--- src/rtl/mcperf_pkg.sv ---
package mcperf_pkg;

  localparam int REG_W  = 64;
  localparam int ADDR_W = 16;
  localparam int EN_BIT = 63;

  // Offsets kept at fixed positions because driver software decodes them.
  localparam logic [ADDR_W-1:0] OFS_MODE  = 16'h8020;
  localparam logic [ADDR_W-1:0] OFS_START = 16'h8028;
  localparam logic [ADDR_W-1:0] OFS_END   = 16'h8030;
  localparam logic [ADDR_W-1:0] OFS_ENDST = 16'h8038;
  localparam logic [ADDR_W-1:0] OFS_CFG0  = 16'h8040;
  localparam logic [ADDR_W-1:0] OFS_VAL0  = 16'h8080;
  localparam logic [ADDR_W-1:0] OFS_FREN  = 16'h80C0;
  localparam logic [ADDR_W-1:0] OFS_FRCLR = 16'h80C8;
  localparam logic [ADDR_W-1:0] OFS_WRCNT = 16'h80D0;
  localparam logic [ADDR_W-1:0] OFS_RDCNT = 16'h80D8;

  typedef enum logic [3:0] {
    SEL_NONE, SEL_MODE, SEL_START, SEL_END, SEL_ENDST, SEL_CFG,
    SEL_VAL, SEL_FREN, SEL_FRCLR, SEL_WRCNT, SEL_RDCNT
  } reg_sel_e;

  typedef struct packed {
    reg_sel_e   sel;
    logic [2:0] idx;
  } reg_hit_t;

  function automatic reg_hit_t decode_addr(logic [ADDR_W-1:0] a, int nprog);
    reg_hit_t h;
    h.sel = SEL_NONE;
    h.idx = a[5:3];
    if (a[2:0] == 3'b000) begin
      if (a >= OFS_CFG0 && a < OFS_CFG0 + 16'(8 * nprog))      h.sel = SEL_CFG;
      else if (a >= OFS_VAL0 && a < OFS_VAL0 + 16'(8 * nprog)) h.sel = SEL_VAL;
      else begin
        case (a)
          OFS_MODE:  h.sel = SEL_MODE;
          OFS_START: h.sel = SEL_START;
          OFS_END:   h.sel = SEL_END;
          OFS_ENDST: h.sel = SEL_ENDST;
          OFS_FREN:  h.sel = SEL_FREN;
          OFS_FRCLR: h.sel = SEL_FRCLR;
          OFS_WRCNT: h.sel = SEL_WRCNT;
          OFS_RDCNT: h.sel = SEL_RDCNT;
          default:   h.sel = SEL_NONE;
        endcase
      end
    end
    return h;
  endfunction

endpackage

--- src/rtl/mcperf_regs.sv ---
module mcperf_regs
  import mcperf_pkg::*;
#(
  parameter int NUM_PROG = 8,
  parameter int CNT_W    = 48
) (
  input  logic                                clk,
  input  logic                                rst,
  input  logic                                bus_wr,
  input  logic                                bus_rd,
  input  logic [ADDR_W-1:0]                   bus_addr,
  input  logic [REG_W-1:0]                    bus_wdata,
  output logic [REG_W-1:0]                    bus_rdata,
  output logic                                bus_rvalid,
  output logic [NUM_PROG-1:0][REG_W-1:0]      cfg_o,
  output logic                                running_o,
  output logic                                restart_o,
  output logic [1:0]                          fren_o,
  output logic [1:0]                          frclr_o,
  input  logic [NUM_PROG-1:0][CNT_W:0]        prog_val_i,
  input  logic [CNT_W:0]                      wr_val_i,
  input  logic [CNT_W:0]                      rd_val_i
);

  reg_hit_t hit;
  logic [NUM_PROG-1:0][REG_W-1:0] cfg_q;
  logic       mode_q;
  logic       running_q;
  logic [1:0] fren_q;
  logic [REG_W-1:0] rd_mux;

  assign hit = decode_addr(bus_addr, NUM_PROG);

  // Start while stopped opens a new window; end stops it.
  assign restart_o = bus_wr && hit.sel == SEL_START && bus_wdata[0] && !running_q;
  assign frclr_o   = (bus_wr && hit.sel == SEL_FRCLR) ? bus_wdata[1:0] : 2'b00;

  always_ff @(posedge clk) begin
    if (rst) begin
      mode_q    <= 1'b0;
      running_q <= 1'b0;
      fren_q    <= 2'b00;
    end else if (bus_wr) begin
      case (hit.sel)
        SEL_MODE:  mode_q <= bus_wdata[0];
        SEL_START: if (bus_wdata[0]) running_q <= 1'b1;
        SEL_END:   if (bus_wdata[0]) running_q <= 1'b0;
        SEL_FREN:  fren_q <= bus_wdata[1:0];
        default: ;
      endcase
    end
  end

  for (genvar i = 0; i < NUM_PROG; i++) begin : g_cfg
    always_ff @(posedge clk) begin
      if (rst) cfg_q[i] <= '0;
      else if (bus_wr && hit.sel == SEL_CFG && hit.idx == 3'(i)) cfg_q[i] <= bus_wdata;
    end
  end

  always_comb begin
    rd_mux = '0;
    case (hit.sel)
      SEL_MODE:  rd_mux = {{(REG_W-1){1'b0}}, mode_q};
      SEL_START: rd_mux = {{(REG_W-2){1'b0}}, running_q, 1'b0};
      SEL_CFG:   rd_mux = cfg_q[hit.idx];
      SEL_VAL:   rd_mux = REG_W'(prog_val_i[hit.idx]);
      SEL_FREN:  rd_mux = {{(REG_W-2){1'b0}}, fren_q};
      SEL_WRCNT: rd_mux = REG_W'(wr_val_i);
      SEL_RDCNT: rd_mux = REG_W'(rd_val_i);
      default:   rd_mux = '0;
    endcase
  end

  always_ff @(posedge clk) begin
    if (rst) begin
      bus_rdata  <= '0;
      bus_rvalid <= 1'b0;
    end else begin
      bus_rdata  <= bus_rd ? rd_mux : '0;
      bus_rvalid <= bus_rd;
    end
  end

  assign cfg_o     = cfg_q;
  assign running_o = running_q;
  assign fren_o    = fren_q;

endmodule

--- src/rtl/mcperf_prog_ctr.sv ---
module mcperf_prog_ctr #(
  parameter int CNT_W = 48,
  parameter int EVT_W = 63
) (
  input  logic             clk,
  input  logic             rst,
  input  logic             en,
  input  logic             run,
  input  logic             restart,
  input  logic [EVT_W-1:0] mask,
  input  logic [EVT_W-1:0] strobe,
  output logic [CNT_W:0]   val_o,
  output logic             full_o
);

  localparam int VW = CNT_W + 1;
  localparam logic [VW-1:0] TOP = '1;

  logic [VW-1:0] cnt_q, cnt_nxt;
  logic          hit;

  // Any number of selected strobes in one cycle adds a single count.
  assign hit = en && run && (|(mask & strobe));

  always_comb begin
    cnt_nxt = cnt_q;
    if (restart)                  cnt_nxt = '0;
    else if (hit && cnt_q != TOP) cnt_nxt = cnt_q + 1'b1;
  end

  always_ff @(posedge clk) begin
    if (rst) begin
      cnt_q  <= '0;
      full_o <= 1'b0;
    end else begin
      cnt_q  <= cnt_nxt;
      full_o <= (cnt_nxt == TOP);
    end
  end

  assign val_o = cnt_q;

endmodule

--- src/rtl/mcperf_free_ctr.sv ---
module mcperf_free_ctr #(
  parameter int CNT_W = 48
) (
  input  logic           clk,
  input  logic           rst,
  input  logic           en,
  input  logic           clr,
  input  logic           evt,
  output logic [CNT_W:0] val_o
);

  logic [CNT_W-1:0] cnt_q;
  logic             ovf_q;

  always_ff @(posedge clk) begin
    if (rst || clr) begin
      cnt_q <= '0;
      ovf_q <= 1'b0;
    end else if (en && evt) begin
      cnt_q <= cnt_q + 1'b1;
      if (&cnt_q) ovf_q <= 1'b1;
    end
  end

  assign val_o = {ovf_q, cnt_q};

endmodule

--- src/rtl/mcperf_unit.sv ---
module mcperf_unit
  import mcperf_pkg::*;
#(
  parameter int NUM_PROG = 8,
  parameter int CNT_W    = 48,
  parameter int EVT_W    = 63
) (
  input  logic                clk,
  input  logic                rst,
  input  logic                bus_wr,
  input  logic                bus_rd,
  input  logic [15:0]         bus_addr,
  input  logic [63:0]         bus_wdata,
  output logic [63:0]         bus_rdata,
  output logic                bus_rvalid,
  input  logic [EVT_W-1:0]    evt_strobe,
  input  logic                dram_rd_evt,
  input  logic                dram_wr_evt,
  output logic [NUM_PROG-1:0] prog_full
);

  logic [NUM_PROG-1:0][REG_W-1:0] cfg;
  logic [NUM_PROG-1:0][CNT_W:0]   prog_val;
  logic [1:0][CNT_W:0]            fix_val;
  logic [1:0]                     fren;
  logic [1:0]                     frclr;
  logic [1:0]                     fix_evt;
  logic                           run_active;
  logic                           restart;
  logic [CNT_W:0]                 wr_fix_val;

  mcperf_regs #(.NUM_PROG(NUM_PROG), .CNT_W(CNT_W)) u_regs (
    .clk(clk), .rst(rst),
    .bus_wr(bus_wr), .bus_rd(bus_rd), .bus_addr(bus_addr), .bus_wdata(bus_wdata),
    .bus_rdata(bus_rdata), .bus_rvalid(bus_rvalid),
    .cfg_o(cfg), .running_o(run_active), .restart_o(restart),
    .fren_o(fren), .frclr_o(frclr),
    .prog_val_i(prog_val), .wr_val_i(fix_val[0]), .rd_val_i(fix_val[1])
  );

  for (genvar i = 0; i < NUM_PROG; i++) begin : g_prog
    mcperf_prog_ctr #(.CNT_W(CNT_W), .EVT_W(EVT_W)) u_ctr (
      .clk(clk), .rst(rst),
      .en(cfg[i][EN_BIT]), .run(run_active), .restart(restart),
      .mask(cfg[i][EVT_W-1:0]), .strobe(evt_strobe),
      .val_o(prog_val[i]), .full_o(prog_full[i])
    );
  end

  // Slot 0 counts writes, slot 1 counts reads; enable/clear bits match.
  assign fix_evt = {dram_rd_evt, dram_wr_evt};

  for (genvar j = 0; j < 2; j++) begin : g_fix
    mcperf_free_ctr #(.CNT_W(CNT_W)) u_ctr (
      .clk(clk), .rst(rst),
      .en(fren[j]), .clr(frclr[j]), .evt(fix_evt[j]),
      .val_o(fix_val[j])
    );
  end

  assign wr_fix_val = fix_val[0];

endmodule

--- config.mk ---
export PLATFORM = sky130hd
export DESIGN_NAME = mcperf_unit
export DESIGN_NICKNAME = d
export VERILOG_FILES = /design/src/rtl/mcperf_pkg.sv /design/src/rtl/mcperf_regs.sv /design/src/rtl/mcperf_prog_ctr.sv /design/src/rtl/mcperf_free_ctr.sv /design/src/rtl/mcperf_unit.sv
export SDC_FILE = /design/constraint.sdc
export NUM_CORES = 2
export LEC_CHECK = 0
export CORE_ASPECT_RATIO = 1.1
export CORE_UTILIZATION = 23
export DETAILED_ROUTE_END_ITERATION = 12
export DONT_BUFFER_PORTS = 1
export MAX_ROUTING_LAYER = met4
export PLACE_DENSITY = 0.36
export SETUP_SLACK_MARGIN = 0.2
export SYNTH_ARGS = -nofsm -noshare
export SYNTH_HDL_FRONTEND = slang
export SYNTH_SLANG_ARGS = --single-unit
export TNS_END_PERCENT = 50
--- constraint.sdc ---
create_clock -name clk -period 7.45 [get_ports clk]
set_input_delay 1.1175 -clock clk [delete_from_list [all_inputs] [get_ports clk]]
set_output_delay 1.1175 -clock clk [all_outputs]
set_load 0.005 [all_outputs]
## Yosys cells after proc, flatten, opt, wreduce, memory -nomap -nowiden

Cells that the tools add are included.

- Muxes and demuxes: 29
- Divide/modulo/power cells: 0
- Reductions and logical operators: 61
- Bitwise gates (word level): 9
- $lt $le $gt $ge: 5
- Equal/unequal tests: 42
- Shift-type cells: 0
- Add/sub/neg operators: 10
- Multiply operators: 0

Operators by type and width:

| cell | count |
|---|---|
| 49-bit 2-to-1 mux | 17 |
| 63-bit AND | 8 |
| 63-bit OR reduction | 8 |
| 64-bit case mux with 7 select lines | 1 |
| 49-bit by 1-bit adder with 49-bit output, second input constant | 8 |
| 49-bit equality test, second input constant | 8 |
| 49-bit != test, second input constant | 8 |
| 64-bit binary-select mux with 3-bit select | 1 |
| 49-bit binary-select mux with 3-bit select | 1 |
| 16-bit equality test, second input constant | 8 |
| 49-bit AND reduction | 2 |
| 48-bit by 1-bit adder with 48-bit output, second input constant | 2 |
| 64-bit 2-to-1 mux | 1 |
| 1-bit logical AND | 41 |
| 16-bit greater-or-equal comparator, second input constant | 2 |
| 16-bit less-than comparator, second input constant | 2 |
| 4-bit case mux with 8 select lines | 1 |
| 3-bit equality test, second input constant | 4 |
| 4-bit by 3-bit equality test with 1-bit output, second input constant | 3 |
| 4-bit equality test, second input constant | 3 |
| 4-bit 2-to-1 mux | 3 |
| 4-bit by 2-bit equality test with 1-bit output, second input constant | 2 |
| 3-bit by 2-bit equality test with 1-bit output, second input constant | 2 |
| 3-bit zero test | 2 |
| 14 further kinds | 18 |

- Logic and storage cells: 189
- Bits in latches: 0
- RAM bits: 0
- Memories kept: 0
- Register bits: 1079
- Memory bits (read-only): 0

## Depth between registers and ports, before layout

- Word-level depth: 11
- Gate-level depth with buffers: 14

## Hierarchy

From an unflattened synthesis, not the netlist that was laid out.

- Cells, all modules: 7384
- Area total of the unflattened synthesis: 59915.0 um^2

Modules (own cells, without submodules):

| module | seq. area each (um^2) | cells an instance | area an instance (um^2) | instances |
|---|---|---|---|---|
| mcperf_prog_ctr | 1001.0 | 450 | 3462.1 | 8 |
| mcperf_regs | 11631.2 | 3252 | 27676.5 | 1 |
| mcperf_free_ctr | 980.9 | 266 | 2270.9 | 2 |

## Worst setup path after synthesis

No wires, ideal clock.

- Kind: input to register
- Start point: input port evt_strobe[17]
- End point: register g_prog[0].u_ctr.full_o
- Data required time: 7358 ps
- Arrival time: 3891 ps
- Path slack: 3467 ps
- Stages on the path: 12
- Cell sequence: buf_2 a22o_1 a221oi_1 nand3_1 or4_1 o311ai_2 buf_4 nor2_1 and4_1 xnor2_1 or4_1 nor4_1

- Longest elaborated chain between the ends: 7

Ends and longest elaborated chain:

| element | RTL line | source |
|---|---|---|
| start: declaration | mcperf_unit.sv:16 | `input logic [EVT_W-1:0] evt_strobe,` |
| 63-bit AND | mcperf_prog_ctr.sv:23 | `assign hit = en && run && (\|(mask & strobe));` |
| 63-bit OR reduction | mcperf_prog_ctr.sv:23 |  |
| 1-bit logical AND | mcperf_prog_ctr.sv:23 |  |
| 1-bit logical AND | mcperf_prog_ctr.sv:28 | `else if (hit && cnt_q != TOP) cnt_nxt = cnt_q + 1'b1;` |
| 49-bit 2-to-1 mux | mcperf_prog_ctr.sv:28 |  |
| 49-bit 2-to-1 mux | mcperf_prog_ctr.sv:27 | `if (restart) cnt_nxt = '0;` |
| 49-bit equality test | mcperf_prog_ctr.sv:37 | `full_o <= (cnt_nxt == TOP);` |
| end signal: assignment | mcperf_prog_ctr.sv:37 |  |
| end: declaration | mcperf_prog_ctr.sv:13 | `output logic full_o` |

Every way passes these cells.
A chain may end at the register's enable or synchronous reset.

## Worst setup path after layout

- Start point: register u_regs.cfg_q, in the netlist u_regs.cfg_o[145]
- End point: register g_prog[2].u_ctr.full_o

- Longest elaborated chain between the ends: 7

Ends and longest elaborated chain:

| element | RTL line | source |
|---|---|---|
| start: declaration | mcperf_regs.sv:26 | `logic [NUM_PROG-1:0][REG_W-1:0] cfg_q;` |
| start signal: indexed assignment | mcperf_regs.sv:57 | `else if (bus_wr && hit.sel == SEL_CFG && hit.idx == 3'(i)) cfg_q[i] <= bus_wdata;` |
| 63-bit AND | mcperf_prog_ctr.sv:23 |  |
| 63-bit OR reduction | mcperf_prog_ctr.sv:23 |  |
| 1-bit logical AND | mcperf_prog_ctr.sv:23 |  |
| 1-bit logical AND | mcperf_prog_ctr.sv:28 |  |
| 49-bit 2-to-1 mux | mcperf_prog_ctr.sv:28 |  |
| 49-bit 2-to-1 mux | mcperf_prog_ctr.sv:27 |  |
| 49-bit equality test | mcperf_prog_ctr.sv:37 |  |
| end signal: assignment | mcperf_prog_ctr.sv:37 |  |
| end: declaration | mcperf_prog_ctr.sv:13 |  |

Every way passes these cells.

==> flow_metrics.tcl <==
set metrics [dict create \
    hold_violations 0 \
    setup_viol 0 \
    drtPass1Iterations 8 \
    syn_avg_cell_area_um2 8.329 \
    routabilityCongestion 1.003 \
    start_util_pct 23.22 \
    first_iter_violations 6100 \
    rows 189 \
    pre_cts_ws_ps 1855 \
    crit_path_max_fanout 13 \
    syn-num-nets 6896 \
    antenna_found_initial 24 \
    cts.reportedPaths.clkPinSlew_ps 60 \
    syn_inst 6737 \
    tns_ps 0 \
    synth_seq_cells 1079 \
    path_class "flop to flop" \
    endpoint_kind "flop" \
    drive_gt1_share_pct 9.292 \
    cts_setup_buffers 0 \
    critical_path.startpoint_type "flop" \
    postPlaceCellArea_um2 58570 \
    io_buffers 0 \
    async_reset_ff_share_pct 0 \
    period_minus_slack_ps 5103 \
    num_vias 52640 \
    vias_per_cell 5.376 \
    cellLeakagePower_uw 0.01925 \
    p_sw_uw 3174 \
    cts.sinks 1079 \
    clk_path_buf_depth 3 \
    required_ps 8190 \
    violations "max-slew violations" \
    period_share_pct 68.49 \
    rsz0062_at_grt "no" \
    io-pin-count 222 \
    synth_top_area_cell "dfxtp_1" \
    tightest_slew_ps 2835 \
    syn-cell-area_um2 56110 \
    synth_edf_count 0 \
    combPwrFrac_pct 1.4 \
    rr_startpoint "u_regs.cfg_o[145]" \
    routed_wl_um 312600 \
    synth_area_leaders "dfxtp_1 38%, nand2_1 9.1%, mux4_2 9.1%, a21oi_1 5.4%, nor2_1 4.5%" \
    synth-main-ff-cell "dfxtp_1" \
    drc 0 \
    clk_latency_ps 830 \
    grt_pass1_vias 49580 \
    p_int_uw 10080 \
    postLayoutSetupSlackWorst_ps 2347 \
    hpwl_um 232100 \
    final_max_slew_viol_count 341 \
    die-width_um 472.9 \
    maxCapViolations 0 \
    nets 6566 \
    htree_num_levels 4 \
    stdcell_area_um2 63530 \
    power.density_nw_per_um2 208.6 \
    syn_to_final_growth_pct 13.23 \
    yosysTopAreaCellShare_pct 38.50 \
    regToRegSetupSlack_ps 2350 \
    core_area_um2 241700 \
    r2r-end "g_prog[2].u_ctr.full_o" \
    p_total_uw 13250 \
    crit_end "g_prog[2].u_ctr.full_o" \
    reg2reg_depth 11 \
    clock-root-buffer "clkbuf_16" \
    crit_start "u_regs.cfg_o[145]" \
    post_cts_resized 0 \
    dieArea_um2 245900 \
    irDropWorstVdd_uv 221.3 \
    clock-skew-final_ps 33.29 \
    cts_buffers 142 \
    die_h_um 520.0 \
    synth-seq-area-share_pct 38.50 \
    holdCritPathClass "input pin to flop" \
    instances_no_fill 9792 \
    grt_max_degree 526 \
    fmax_mhz 196.0 \
    status "finished, violations left" \
    ys_warn_count 0 \
    grt.total_usage_pct 25.49 \
    synthDistinctLibCells 86 \
    p_seq_share_pct 43.5 \
    cts_tree "built" \
    dpl.cell_count 9508 \
    postRouteAntennaNets 0 \
    cp.arrival_ps 5850 \
    cts_hold_buf 0 \
    pwr-share-clk_pct 55.1 \
    wl_per_cell_um 31.93 \
    grt_pass1_wl_um 426900 \
    p_sw_share_pct 23.95 \
    maxSlewHeadroom_pct -89.00 \
    grt_overflow 0 \
]
-- per-layer routing --
layer | up-vias | part of all wire [%] | global-route usage (%)
met4 | 0 | 6.1 | 13.32
li1 | 23380 | - | -
met1 | 26360 | 41 | 30.82
met5 | - | 0 | -
met3 | 562 | 7.3 | 4.879
met2 | 2343 | 46 | 40.07
-- metrics by stage --
| step | hold WS [ps] | utilization, % |
|---|---|---|
| 2_1_floorplan | 437.8 | - |
| 3_3_place_gp | 453.8 | 24.23 |
| 3_5_place_dp | 459.6 | 24.23 |
| 5_1_grt | 405.8 | 26.27 |
| 6_report | 429.4 | 26.29 |
| 4_1_cts | 367.8 | 26.24 |
-- synth_stat cells, types with 50 or more instances --
library cell and instances:
xnor2_1 217, o21ai_0 80, nand3_1 202, a21oi_1 606, a221oi_1 151, clkbuf_1 313, mux2i_1 121, nor4_1 84
and2_1 50, inv_1 64, a22o_1 104, or3_1 68, o22ai_1 54, nor3_1 116, nand4_1 178, nor2_1 670
and3_1 102, buf_2 170, nand2_1 1365, mux4_2 226, xor2_1 198, dfxtp_1 1079
-- power groups by stage --
stage               logic [uW]  registers (uW)  clock network, uW
floorplan                  287            5900                  0
CTS                        137            5770               7440
finish                     181            5770               7300
detailed placement         137            5900                  0
global placement           137            5900                  0
global route               189            5770               7650
-- worst max-delay path: stages, from the launching register on --
cell and delay, ps:
dfxtp_1 480, a22o_1 360, a221oi_1 160, nand4_1 140, or4_1 320, nand3_1 690, nor4b_1 1180, nand3_1 230
xor2_1 240, or3_1 410, nor4_1 540, buf_4 250
-- how the worst min path moves through the flow --
stage	slack, ps	cells past startpoint	endpoint	start
after floorplan	440	2	g_fix[1].u_ctr.ovf_q	g_fix[1].u_ctr.ovf_q
after global placement	450	2	u_regs.cfg_o[2]	u_regs.cfg_o[2]
after detailed placement	460	2	u_regs.cfg_o[400]	u_regs.cfg_o[400]
after CTS	370	1	g_prog[0].u_ctr.val_o[41]	rst
after global routing	410	2	u_regs.cfg_o[47]	bus_wdata[47]
final	430	2	u_regs.cfg_o[126]	bus_wdata[62]
-- state kept, by name, indices dropped and copies added (netlist names) --
name                 cells
u_regs.cfg_o           512
g_prog.u_ctr.val_o     392
g_fix.u_ctr.cnt_q       96
u_regs.bus_rdata        64
g_prog.u_ctr.full_o      8
g_fix.u_ctr.ovf_q        2
u_regs.fren_o            2
u_regs.bus_rvalid        1
u_regs.mode_q            1
u_regs.running_o         1
-- cell usage in the layout (no fill, tap or decap), types with 80 or more instances in the layout --
cell,netlist,layout
nand2_1,1365,1360
dfxtp_1,1079,1079
nor2_1,670,666
a21oi_1,606,606
mux4_2,226,226
xnor2_1,217,217
nand3_1,202,200
xor2_1,198,198
nand4_1,178,178
a221oi_1,151,151
clkbuf_16,0,142
mux2i_1,121,120
nor3_1,116,116
a22o_1,104,104
and3_1,102,102
nor4_1,84,84
o21ai_0,80,80
-- cell type report --
cell class,instances,area (um2)
flip-flops and latches,1079,21600
fillers,26200,178100
clock inverters,60,792.0
multi-input cells,5039,31980
repair buffers,81,735.7
clock buffers,199,4058
inverters,64,240.2
diodes,23,57.56
well taps,3247,4063
-- logic make-up after synthesis --
| family | Yosys count | share of synthesized area [%] |
|---|---|---|
| AO/OA/AOI/OAI | 1208 | 13.77 |
| XOR/XNOR | 415 | 6.478 |
| adder cells (fa/ha/maj) | 10 | 0.2230 |
| buffers and inverters | 619 | 4.745 |
| flip-flops | 1079 | 38.50 |
| multiplexers | 349 | 11.27 |
| AND/OR/NAND/NOR | 3057 | 25.02 |
No activity file was read; power rests on OpenSTA's default activity.
